===== config.mk =====
export PLATFORM = sky130hd
export DESIGN_NAME = tlb_mgmt_regs
export DESIGN_NICKNAME = d
export VERILOG_FILES = /design/src/rtl/tlb_mgmt_pkg.sv /design/src/rtl/tlb_mgmt_ctrl.sv /design/src/rtl/tlb_mgmt_dp.sv /design/src/rtl/tlb_mgmt_regs.sv
export SDC_FILE = /design/constraint.sdc
export NUM_CORES = 2
export LEC_CHECK = 0
export BUFFER_PORTS_ARGS = -buffer_cell sky130_fd_sc_hd__buf_2
export CAP_MARGIN = 20
export CORE_AREA = 8 8 506 508
export DETAILED_ROUTE_END_ITERATION = 10
export DIE_AREA = 0 0 514 516
export PLACE_DENSITY_LB_ADDON = 0.15
export SYNTH_ARGS = -nofsm -noshare
export SYNTH_HDL_FRONTEND = slang
export SYNTH_HIERARCHICAL = 1
export SYNTH_SLANG_ARGS = --single-unit
export TNS_END_PERCENT = 50

===== constraint.sdc =====
create_clock -name clk -period 4.8 [get_ports clk]
set_clock_uncertainty 0.15 [all_clocks]
set_input_delay 0.24 -clock clk [delete_from_list [all_inputs] [get_ports clk]]
set_output_delay 0.24 -clock clk [all_outputs]
set_load 0.05 [all_outputs]

===== src/rtl/tlb_mgmt_pkg.sv =====
package tlb_mgmt_pkg;
  localparam int DW = 32;

  localparam logic [2:0] SEL_INDEX  = 3'd0;
  localparam logic [2:0] SEL_PID    = 3'd1;
  localparam logic [2:0] SEL_ZONE   = 3'd2;
  localparam logic [2:0] SEL_TAG    = 3'd3;
  localparam logic [2:0] SEL_DATA   = 3'd4;
  localparam logic [2:0] SEL_SEARCH = 3'd5;

  typedef struct packed {
    logic idxWr;
    logic pidWr;
    logic zoneWr;
    logic tagWr;
    logic dataWr;
    logic tagRd;
    logic srchGo;
    logic srchEnd;
    logic rdOk;
  } strobes_t;
endpackage


===== src/rtl/tlb_mgmt_ctrl.sv =====
module tlb_mgmt_ctrl
  import tlb_mgmt_pkg::*;
#(
  parameter int ACCESS = 3
) (
  input  logic       clk,
  input  logic       rst,
  input  logic       wrEn,
  input  logic       rdEn,
  input  logic [2:0] regSel,
  input  logic       srchDone,
  output logic       ready,
  output logic       pending,
  output strobes_t   strb
);
  localparam bit ANY_OK  = ACCESS != 0;
  localparam bit READ_OK = (ACCESS & 1) != 0;
  localparam bit FULL_OK = (ACCESS & 2) != 0;

  logic pendQ;
  logic wrAcc;
  logic rdAcc;

  assign ready   = ~pendQ;
  assign pending = pendQ;
  assign wrAcc   = wrEn & ~pendQ;
  assign rdAcc   = rdEn & ~wrEn & ~pendQ;

  always_comb begin
    strb = '0;
    strb.srchEnd = pendQ & srchDone;
    if (wrAcc) begin
      case (regSel)
        SEL_INDEX:  strb.idxWr  = ANY_OK;
        SEL_PID:    strb.pidWr  = FULL_OK;
        SEL_ZONE:   strb.zoneWr = FULL_OK;
        SEL_TAG:    strb.tagWr  = ANY_OK;
        SEL_DATA:   strb.dataWr = ANY_OK;
        SEL_SEARCH: strb.srchGo = FULL_OK;
        default: ;
      endcase
    end
    if (rdAcc) begin
      case (regSel)
        SEL_INDEX: strb.rdOk = ANY_OK;
        SEL_PID, SEL_ZONE, SEL_DATA: strb.rdOk = READ_OK;
        SEL_TAG: begin
          strb.rdOk  = READ_OK;
          strb.tagRd = READ_OK;
        end
        default: ;
      endcase
    end
  end

  always_ff @(posedge clk) begin
    if (rst) pendQ <= 1'b0;
    else if (strb.srchGo) pendQ <= 1'b1;
    else if (strb.srchEnd) pendQ <= 1'b0;
  end
endmodule


===== src/rtl/tlb_mgmt_dp.sv =====
module tlb_mgmt_dp
  import tlb_mgmt_pkg::*;
#(
  parameter int ENTRIES   = 16,
  parameter int TID_W     = 8,
  parameter int PAGE_LSB  = 10,
  parameter int VALID_BIT = 6,
  localparam int IDX_W    = $clog2(ENTRIES)
) (
  input  logic                     clk,
  input  logic                     rst,
  input  strobes_t                 strb,
  input  logic [2:0]               regSel,
  input  logic [DW-1:0]            wrData,
  input  logic                     srchHit,
  input  logic [IDX_W-1:0]         srchIdx,
  output logic [DW-1:0]            rdData,
  output logic [DW-1:0]            srchAddr,
  output logic [DW-1:0]            indexQ,
  output logic [ENTRIES-1:0]       invalMask,
  output logic [TID_W-1:0]         pidOut,
  output logic [DW-1:0]            zoneOut,
  output logic [ENTRIES*DW-1:0]    tagFlat,
  output logic [ENTRIES*DW-1:0]    dataFlat,
  output logic [ENTRIES*TID_W-1:0] tidFlat
);
  localparam logic [DW-1:0] PAGE_MASK = ~((DW'(1) << PAGE_LSB) - DW'(1));

  logic [DW-1:0]    idxQ;
  logic [TID_W-1:0] pidQ;
  logic [DW-1:0]    zoneQ;
  logic [DW-1:0]    addrQ;
  logic [DW-1:0]    tagArr  [ENTRIES];
  logic [DW-1:0]    dataArr [ENTRIES];
  logic [TID_W-1:0] tidArr  [ENTRIES];
  logic [IDX_W-1:0] entSel;
  logic             pidChg;
  logic [DW-1:0]    rdMux;

  assign entSel   = idxQ[IDX_W-1:0];
  assign pidChg   = wrData[TID_W-1:0] != pidQ;
  assign indexQ   = idxQ;
  assign pidOut   = pidQ;
  assign zoneOut  = zoneQ;
  assign srchAddr = addrQ;

  always_ff @(posedge clk) begin
    if (rst) begin
      idxQ  <= '0;
      pidQ  <= '0;
      zoneQ <= '0;
      addrQ <= '0;
      for (int e = 0; e < ENTRIES; e++) begin
        tagArr[e]  <= '0;
        dataArr[e] <= '0;
        tidArr[e]  <= '0;
      end
    end else begin
      if (strb.idxWr) idxQ[DW-2:0] <= wrData[DW-2:0];
      if (strb.srchEnd) begin
        if (srchHit) idxQ <= {{(DW-IDX_W){1'b0}}, srchIdx};
        else idxQ[DW-1] <= 1'b1;
      end
      if (strb.pidWr) pidQ <= wrData[TID_W-1:0];
      if (strb.tagRd) pidQ <= tidArr[entSel];
      if (strb.zoneWr) zoneQ <= wrData;
      if (strb.tagWr) begin
        tagArr[entSel] <= wrData;
        tidArr[entSel] <= pidQ;
      end
      if (strb.dataWr) dataArr[entSel] <= wrData;
      if (strb.srchGo) addrQ <= wrData & PAGE_MASK;
    end
  end

  always_comb begin
    rdMux = '0;
    case (regSel)
      SEL_INDEX: rdMux = idxQ;
      SEL_PID:   rdMux[TID_W-1:0] = pidQ;
      SEL_ZONE:  rdMux = zoneQ;
      SEL_TAG:   rdMux = tagArr[entSel];
      SEL_DATA:  rdMux = dataArr[entSel];
      default: ;
    endcase
    rdData = strb.rdOk ? rdMux : '0;
  end

  for (genvar e = 0; e < ENTRIES; e++) begin : g_entry
    logic entValid;
    logic tagHit;
    logic pidHit;
    assign entValid = tagArr[e][VALID_BIT];
    assign tagHit   = strb.tagWr && (entSel == IDX_W'(e));
    assign pidHit   = strb.pidWr && pidChg && (tidArr[e] != '0) && (tidArr[e] == pidQ);
    assign invalMask[e] = entValid & (tagHit | pidHit);
    assign tagFlat[e*DW +: DW]        = tagArr[e];
    assign dataFlat[e*DW +: DW]       = dataArr[e];
    assign tidFlat[e*TID_W +: TID_W]  = tidArr[e];
  end
endmodule


===== src/rtl/tlb_mgmt_regs.sv =====
module tlb_mgmt_regs
  import tlb_mgmt_pkg::*;
#(
  parameter int ENTRIES   = 16,
  parameter int TID_W     = 8,
  parameter int PAGE_LSB  = 10,
  parameter int VALID_BIT = 6,
  parameter int ACCESS    = 3,
  localparam int IDX_W    = $clog2(ENTRIES)
) (
  input  logic                     clk,
  input  logic                     rst,
  input  logic                     wrEn,
  input  logic                     rdEn,
  input  logic [2:0]               regSel,
  input  logic [31:0]              wrData,
  output logic [31:0]              rdData,
  output logic                     ready,
  output logic                     srchReq,
  output logic [31:0]              srchAddr,
  input  logic                     srchDone,
  input  logic                     srchHit,
  input  logic [IDX_W-1:0]         srchIdx,
  output logic [ENTRIES-1:0]       invalMask,
  output logic [TID_W-1:0]         pidOut,
  output logic [31:0]              zoneOut,
  output logic [ENTRIES*32-1:0]    tagFlat,
  output logic [ENTRIES*32-1:0]    dataFlat,
  output logic [ENTRIES*TID_W-1:0] tidFlat
);
  strobes_t      strb;
  logic [DW-1:0] indexQ;

  tlb_mgmt_ctrl #(.ACCESS(ACCESS)) u_ctrl (
    .clk(clk), .rst(rst), .wrEn(wrEn), .rdEn(rdEn), .regSel(regSel),
    .srchDone(srchDone), .ready(ready), .pending(srchReq), .strb(strb)
  );

  tlb_mgmt_dp #(
    .ENTRIES(ENTRIES), .TID_W(TID_W), .PAGE_LSB(PAGE_LSB), .VALID_BIT(VALID_BIT)
  ) u_dp (
    .clk(clk), .rst(rst), .strb(strb), .regSel(regSel), .wrData(wrData),
    .srchHit(srchHit), .srchIdx(srchIdx), .rdData(rdData), .srchAddr(srchAddr),
    .indexQ(indexQ), .invalMask(invalMask), .pidOut(pidOut), .zoneOut(zoneOut),
    .tagFlat(tagFlat), .dataFlat(dataFlat), .tidFlat(tidFlat)
  );
endmodule


Word-level counts from Yosys, hierarchy flattened --
Memory sizes are Yosys's and may differ from the RTL's. A register that Yosys moved wholly into a read port is not among the register bits. Index checks and enable logic that the tools add are counted.
Cells by class: reduce and logical (&&, ||, !) cells 73, muxes and demuxes 42, eq/ne operators 37, bitwise logic cells 38
Operators with widths (count):
- $eq A8 B8 Y1 | 16
- $reduce_bool A8 Y1 | 16
- $mux W32 | 3
- $pmux W24 S4 | 1
- $mux W31 | 3
- $reduce_or A32 Y1 | 2
- $logic_and A1 B1 Y1 | 49
- $pmux W8 S5 | 1
- $eq A4 B4 Y1 const B | 8
- $mux W1 | 24
- $mux W4 | 6
- $mux W8 | 3
- $and A1 B1 Y1 | 20
- $eq A4 B3 Y1 const B | 4
- $or A1 B1 Y1 | 16
- $eq A4 B2 Y1 const B | 2
- $ne A8 B8 Y1 | 1
- $reduce_or A8 Y1 | 1
- $eq A3 B2 Y1 const B | 2
- $eq A3 B3 Y1 const B | 2
- $mux W5 | 1
- $reduce_or A5 Y1 | 1
- $eq A4 B1 Y1 const B | 1
- $logic_not A4 Y1 | 1
- 4 further kinds | 6
Word-level totals: input bits 45, bits in writable memories 1152, memories kept 3, output and inout bits 1274, word-level logic and storage cells 199, flip-flop bits (word level) 95
Memories:
- u_dp.dataArr | depth 16, bits a word 32, rd ports 17, clocked after memory_dff 1, write ports 16, RTL line tlb_mgmt_dp.sv:34 | logic [DW-1:0] dataArr [ENTRIES];
- u_dp.tagArr | depth 16, bits a word 32, rd ports 17, clocked after memory_dff 1, write ports 16, RTL line tlb_mgmt_dp.sv:33 | logic [DW-1:0] tagArr [ENTRIES];
- u_dp.tidArr | depth 16, bits a word 8, rd ports 17, clocked after memory_dff 1, write ports 16, RTL line tlb_mgmt_dp.sv:35 | logic [TID_W-1:0] tidArr [ENTRIES];

Depth between registers and ports, before layout --
depth in word-level cells 8, depth in mapped cells 10, depth with buffers taken out 6

Hierarchy --
The synthesis kept the hierarchy.
Modules (own cells, without submodules):
- tlb_mgmt_dp | cells each 4138, times used 1, seq. area each 36475.0 um2, area an instance 58463.6 um2
- tlb_mgmt_ctrl | cells each 19, times used 1, seq. area each 20.0 um2, area an instance 135.1 um2

Least setup slack after synthesis --
No wires, ideal clock.
path type register to register, start register u_ctrl.pendQ (netlist: u_ctrl/pending), end memory u_dp.tagArr[0][0], enable pin, slack 0.944 ns, clock period less this slack 3.856 ns, setup time 0.446 ns, buffers on the path 0, arrival time 3.260 ns, cell stages (with the launch flop) 5, required time 4.204 ns, cells stage by stage dfxtp_1 or3b_4 nor2_1 nand2_1 o21bai_1
RTL lines:
- start, declared | RTL line tlb_mgmt_ctrl.sv:20 | logic pendQ;
- start signal, assigned | RTL line tlb_mgmt_ctrl.sv:57 | if (rst) pendQ <= 1'b0;
- start signal, assigned | RTL line tlb_mgmt_ctrl.sv:58 | else if (strb.srchGo) pendQ <= 1'b1;
- start signal, assigned | RTL line tlb_mgmt_ctrl.sv:59 | else if (strb.srchEnd) pendQ <= 1'b0;
- end, declared | RTL line tlb_mgmt_dp.sv:33

==> key figures <==
Power
  • Switching Share: 29.4%
  • Logic gate share of total power: 12.4%
  • Clock power share: 42.3%
  • Leakage: 28.9 nW
  • Sequential Power Share: 45.3%
  • P_int: 0.0197 W
  • VDD IR max: 0.000288 V
  • Switching pwr: 0.00820 W
  • PwrDens: 372 mW/mm^2

Logic synthesis
  • YS warnings: 6
  • Yosys reg bits: 1,247
  • Post-synth cell types: 51
  • Async set or reset register ratio after synthesis: 0%
  • Post-synth EDFFs: 1,152
  • Syn_area_per_cell: 14.1 um^2
  • Primary FF master, synth: edfxtp_1
  • Register area share after synthesis: 62.3%
  • Synth Instances: 4,157
  • Synthesized area: 0.0586 mm^2

Timing
  • Final Hold Viols: 0
  • Clock period minus worst slack: 4.54 ns
  • Final period util: 94.5%
  • Setup TNS: 0 ns
  • Final Max Tran Viols: 0
  • Max frequency: 0.220 GHz
  • Unrepaired setup endpoints after global routing: no
  • Worst-Margin Slew: 1.14 ns
  • Worst setup margin: 0.262 ns
  • Final setup vio count: 0
  • Slew margin rel.: 23.8%

Drt
  • Total number of vias: 43,000
  • First-pass iteration count of the detailed router: 6
  • Mean routed wirelength per cell: 39.5 um
  • Antenna-violating nets left: 0
  • Post-route DRC: 0
  • DR vias/cell: 4.85
  • Detailed Route Iter0 Violations: 4,911
  • Final wirelength: 351,000 um

Die
  • I/O Pins: 1,319
  • Chip height: 516 um
  • Starting Density: 23.7%
  • Core area: 0.248 mm^2
  • Num rows: 183
  • Die Area: 0.265 mm^2
  • Die X: 514 um

Worst setup path
  • Crit start category: flop
  • Reg2reg setup slack: 1.03 ns
  • CP Cell Sequence: buf_12, buf_4, mux4_2, a22oi_1, a21o_1, a41oi_1, buf_2
  • Slowest CP cell: dfxtp_4
  • Crit-path max cell delay: 0.76 ns
  • CP endpoint kind: primary output
  • Worst endpoint data arrival time: 4.15 ns
  • CP Class: reg2out
  • RR Startpoint: u_ctrl/pending
  • CP startpoint: u_dp/indexQ[1]
  • R2R depth: 7
  • Required @ worst endpoint: 4.41 ns
  • Crit path max fanout: 49
  • Crit Reg-Reg Endpoint: u_dp/tagArr[0][17]

GRT
  • Met1 Use GR: 31.6%
  • Grt total ovfl: 0
  • GR Util met2: 41.3%
  • Tot GR Track Use: 25.2%
  • Largest net degree at the start of global routing: 57
  • First-pass GRT wire length: 452,000 um
  • Most crowded layer after global routing: met2
  • Initial antenna violation count: 46
  • Number of global-route vias before repair: 42,900
  • GRT met3 Usage: 8.15%

Clock network
  • CTS Sinks: 1,247
  • Clock Path Buffers: 3
  • Clock Tree Root: clkbuf_16
  • Clock latency on the worst-skew pair: 0.81 ns
  • TritonCTS buffer count: 158
  • H-tree depth: 4
  • Post-CTS Setup Inserts: 0
  • Reg clk slew, reported paths: 0.06 ns
  • CTS tree: built

Hold path
  • Hold crit path type: in2reg
  • Hold Path Depth: 4
  • Hold endpoint: u_dp/zoneOut[29]
  • Hold_sp: wrData[29]

Flow run
  • Maxcap violations: 0

Place
  • Routability Congestion: 0.873
  • Setup Slack @ Placement: 0.778 ns
  • IO buf count: 1,308
  • DP HPWL: 264,000 um

Cells and area
  • Layout cells sized above 1: 37.1%
  • Syn-to-layout area delta: 27.7%
  • Final layout net count: 5,436
  • Seq. cell area: 0.0365 mm^2
  • Commonest non-fill, non-tap cell in the layout: buf_2
  • FILL cells: 25,100
  • Multi-input logic area: 0.0205 mm^2
  • Commonest cells after routing, fill and taps aside: buf_2 (1,297), edfxtp_1 (1,152), and2_1 (1,138)

Run status
  • Run status: finished, final reports clean
[registers in the layout (all words and copies together), names as in the netlist]
register / cells
u_dp/tagArr: 512
u_ctrl/pending: 1
u_dp/zoneOut: 32
u_dp/srchAddr: 22
u_dp/dataArr: 512
u_dp/indexQ: 32
u_dp/tidArr: 128
u_dp/pidOut: 8
[area by class of cell]
| type | instances | area share (%) |
|---|---|---|
| antenna | 23 | 0.0769 |
| inverter | 16 | 0.0802 |
| timing repair buffer | 1499 | 11.5 |
| sequential | 1247 | 48.8 |
| multi-input combinational | 2469 | 27.4 |
| clock buffer | 212 | 5.76 |
| tap | 3330 | 5.57 |
| clock inverter | 77 | 0.916 |
[Yosys cell counts, types with 8 or more instances]
library cell | count | area (um^2)
o22ai_1 | 21 | 131
a41oi_1 | 13 | 114
nand4_1 | 16 | 100
nand2_1 | 41 | 154
xnor2_1 | 112 | 981
and2_1 | 1139 | 7130
mux4_2 | 228 | 5130
nor3_1 | 21 | 105
a211o_1 | 10 | 87.6
a211oi_1 | 17 | 128
nand3_1 | 18 | 90.1
buf_4 | 37 | 278
mux2i_1 | 204 | 2040
o21a_1 | 15 | 113
clkbuf_1 | 318 | 1190
o2111ai_1 | 24 | 210
xor2_1 | 8 | 70.1
inv_1 | 16 | 60.1
edfxtp_1 | 1152 | 34600
buf_6 | 14 | 158
o21ai_0 | 10 | 50.1
nor4_1 | 32 | 200
nor2b_1 | 35 | 219
a21o_1 | 26 | 195
buf_1 | 18 | 67.6
or2_2 | 32 | 200
nor2_1 | 186 | 698
mux2_2 | 29 | 327
dfxtp_1 | 95 | 1900
a22oi_1 | 103 | 773
buf_2 | 44 | 220
a31oi_1 | 29 | 181
a21oi_1 | 53 | 265
[worst max-delay path, delay by kind of cell (launching register included)]
kind,cells,cell delay [ns]
AOI/OAI and AO/OA,3,1.17
buffers and inverters,3,1.00
muxes,1,0.31
DFF,1,0.76
[routing by layer]
metal	wire (um)	part of all wire, %	vias to the layer above
met5	46	0.013	-
met4	13500	3.9	8
met3	33200	9.5	377
met2	163000	47	2292
met1	141000	40	22700
li1	-	-	17600
[cells by family (layout without fill, tap and decap cells)]
family	after synthesis	count (layout)	share of synthesized area, %
and+or+nand+nor	1535	1535	15.4
DFF	1247	1247	62.3
muxes	465	465	13.0
buffers and inverters	450	1804	3.48
AOI/OAI and AO/OA	339	339	4.09
xor gates and xnor gates	120	120	1.79
other	1	33	0.00640
[power groups by stage]
stage               clock network [W]  logic [W]  registers (W)
finish                         0.0118    0.00345         0.0126
global route                   0.0124    0.00354         0.0126
CTS                            0.0120    0.00348         0.0126
detailed placement                  0    0.00346         0.0128
global placement                    0    0.00344         0.0128
floorplan                           0   0.000845         0.0139
[through the flow]
step / power, W / instances / hold WS (ns) / cell area (um^2) / util [%]
after floorplan: 0.0147 / 4166 / 0.193 / 58600 / -
after global placement: 0.0163 / 8532 / 0.322 / 69400 / 28.0
after detailed placement: 0.0163 / 8540 / 0.326 / 69600 / 28.1
after CTS: 0.0281 / 8849 / 0.000408 / 74800 / 30.2
after global routing: 0.0286 / 8851 / 0.0255 / 74800 / 30.2
final: 0.0279 / 8873 / 0.0429 / 74800 / 30.2
[worst max-delay path by stage]
stage,to,cells after the start
after floorplan,u_dp/tagArr[0][0],4
after global placement,rdData[30],7
after detailed placement,rdData[30],7
after CTS,rdData[30],7
after global routing,rdData[30],7
final,rdData[31],7
[timing repair]
action | in CTS | in global routing
endpoints found under the setup margin | 1 | 0
endpoints found under the hold margin | 63 | 0
resized for setup | 1 | 0
hold buffers | 20 | 0
Note: power is estimated with default switching activity, not from simulation.
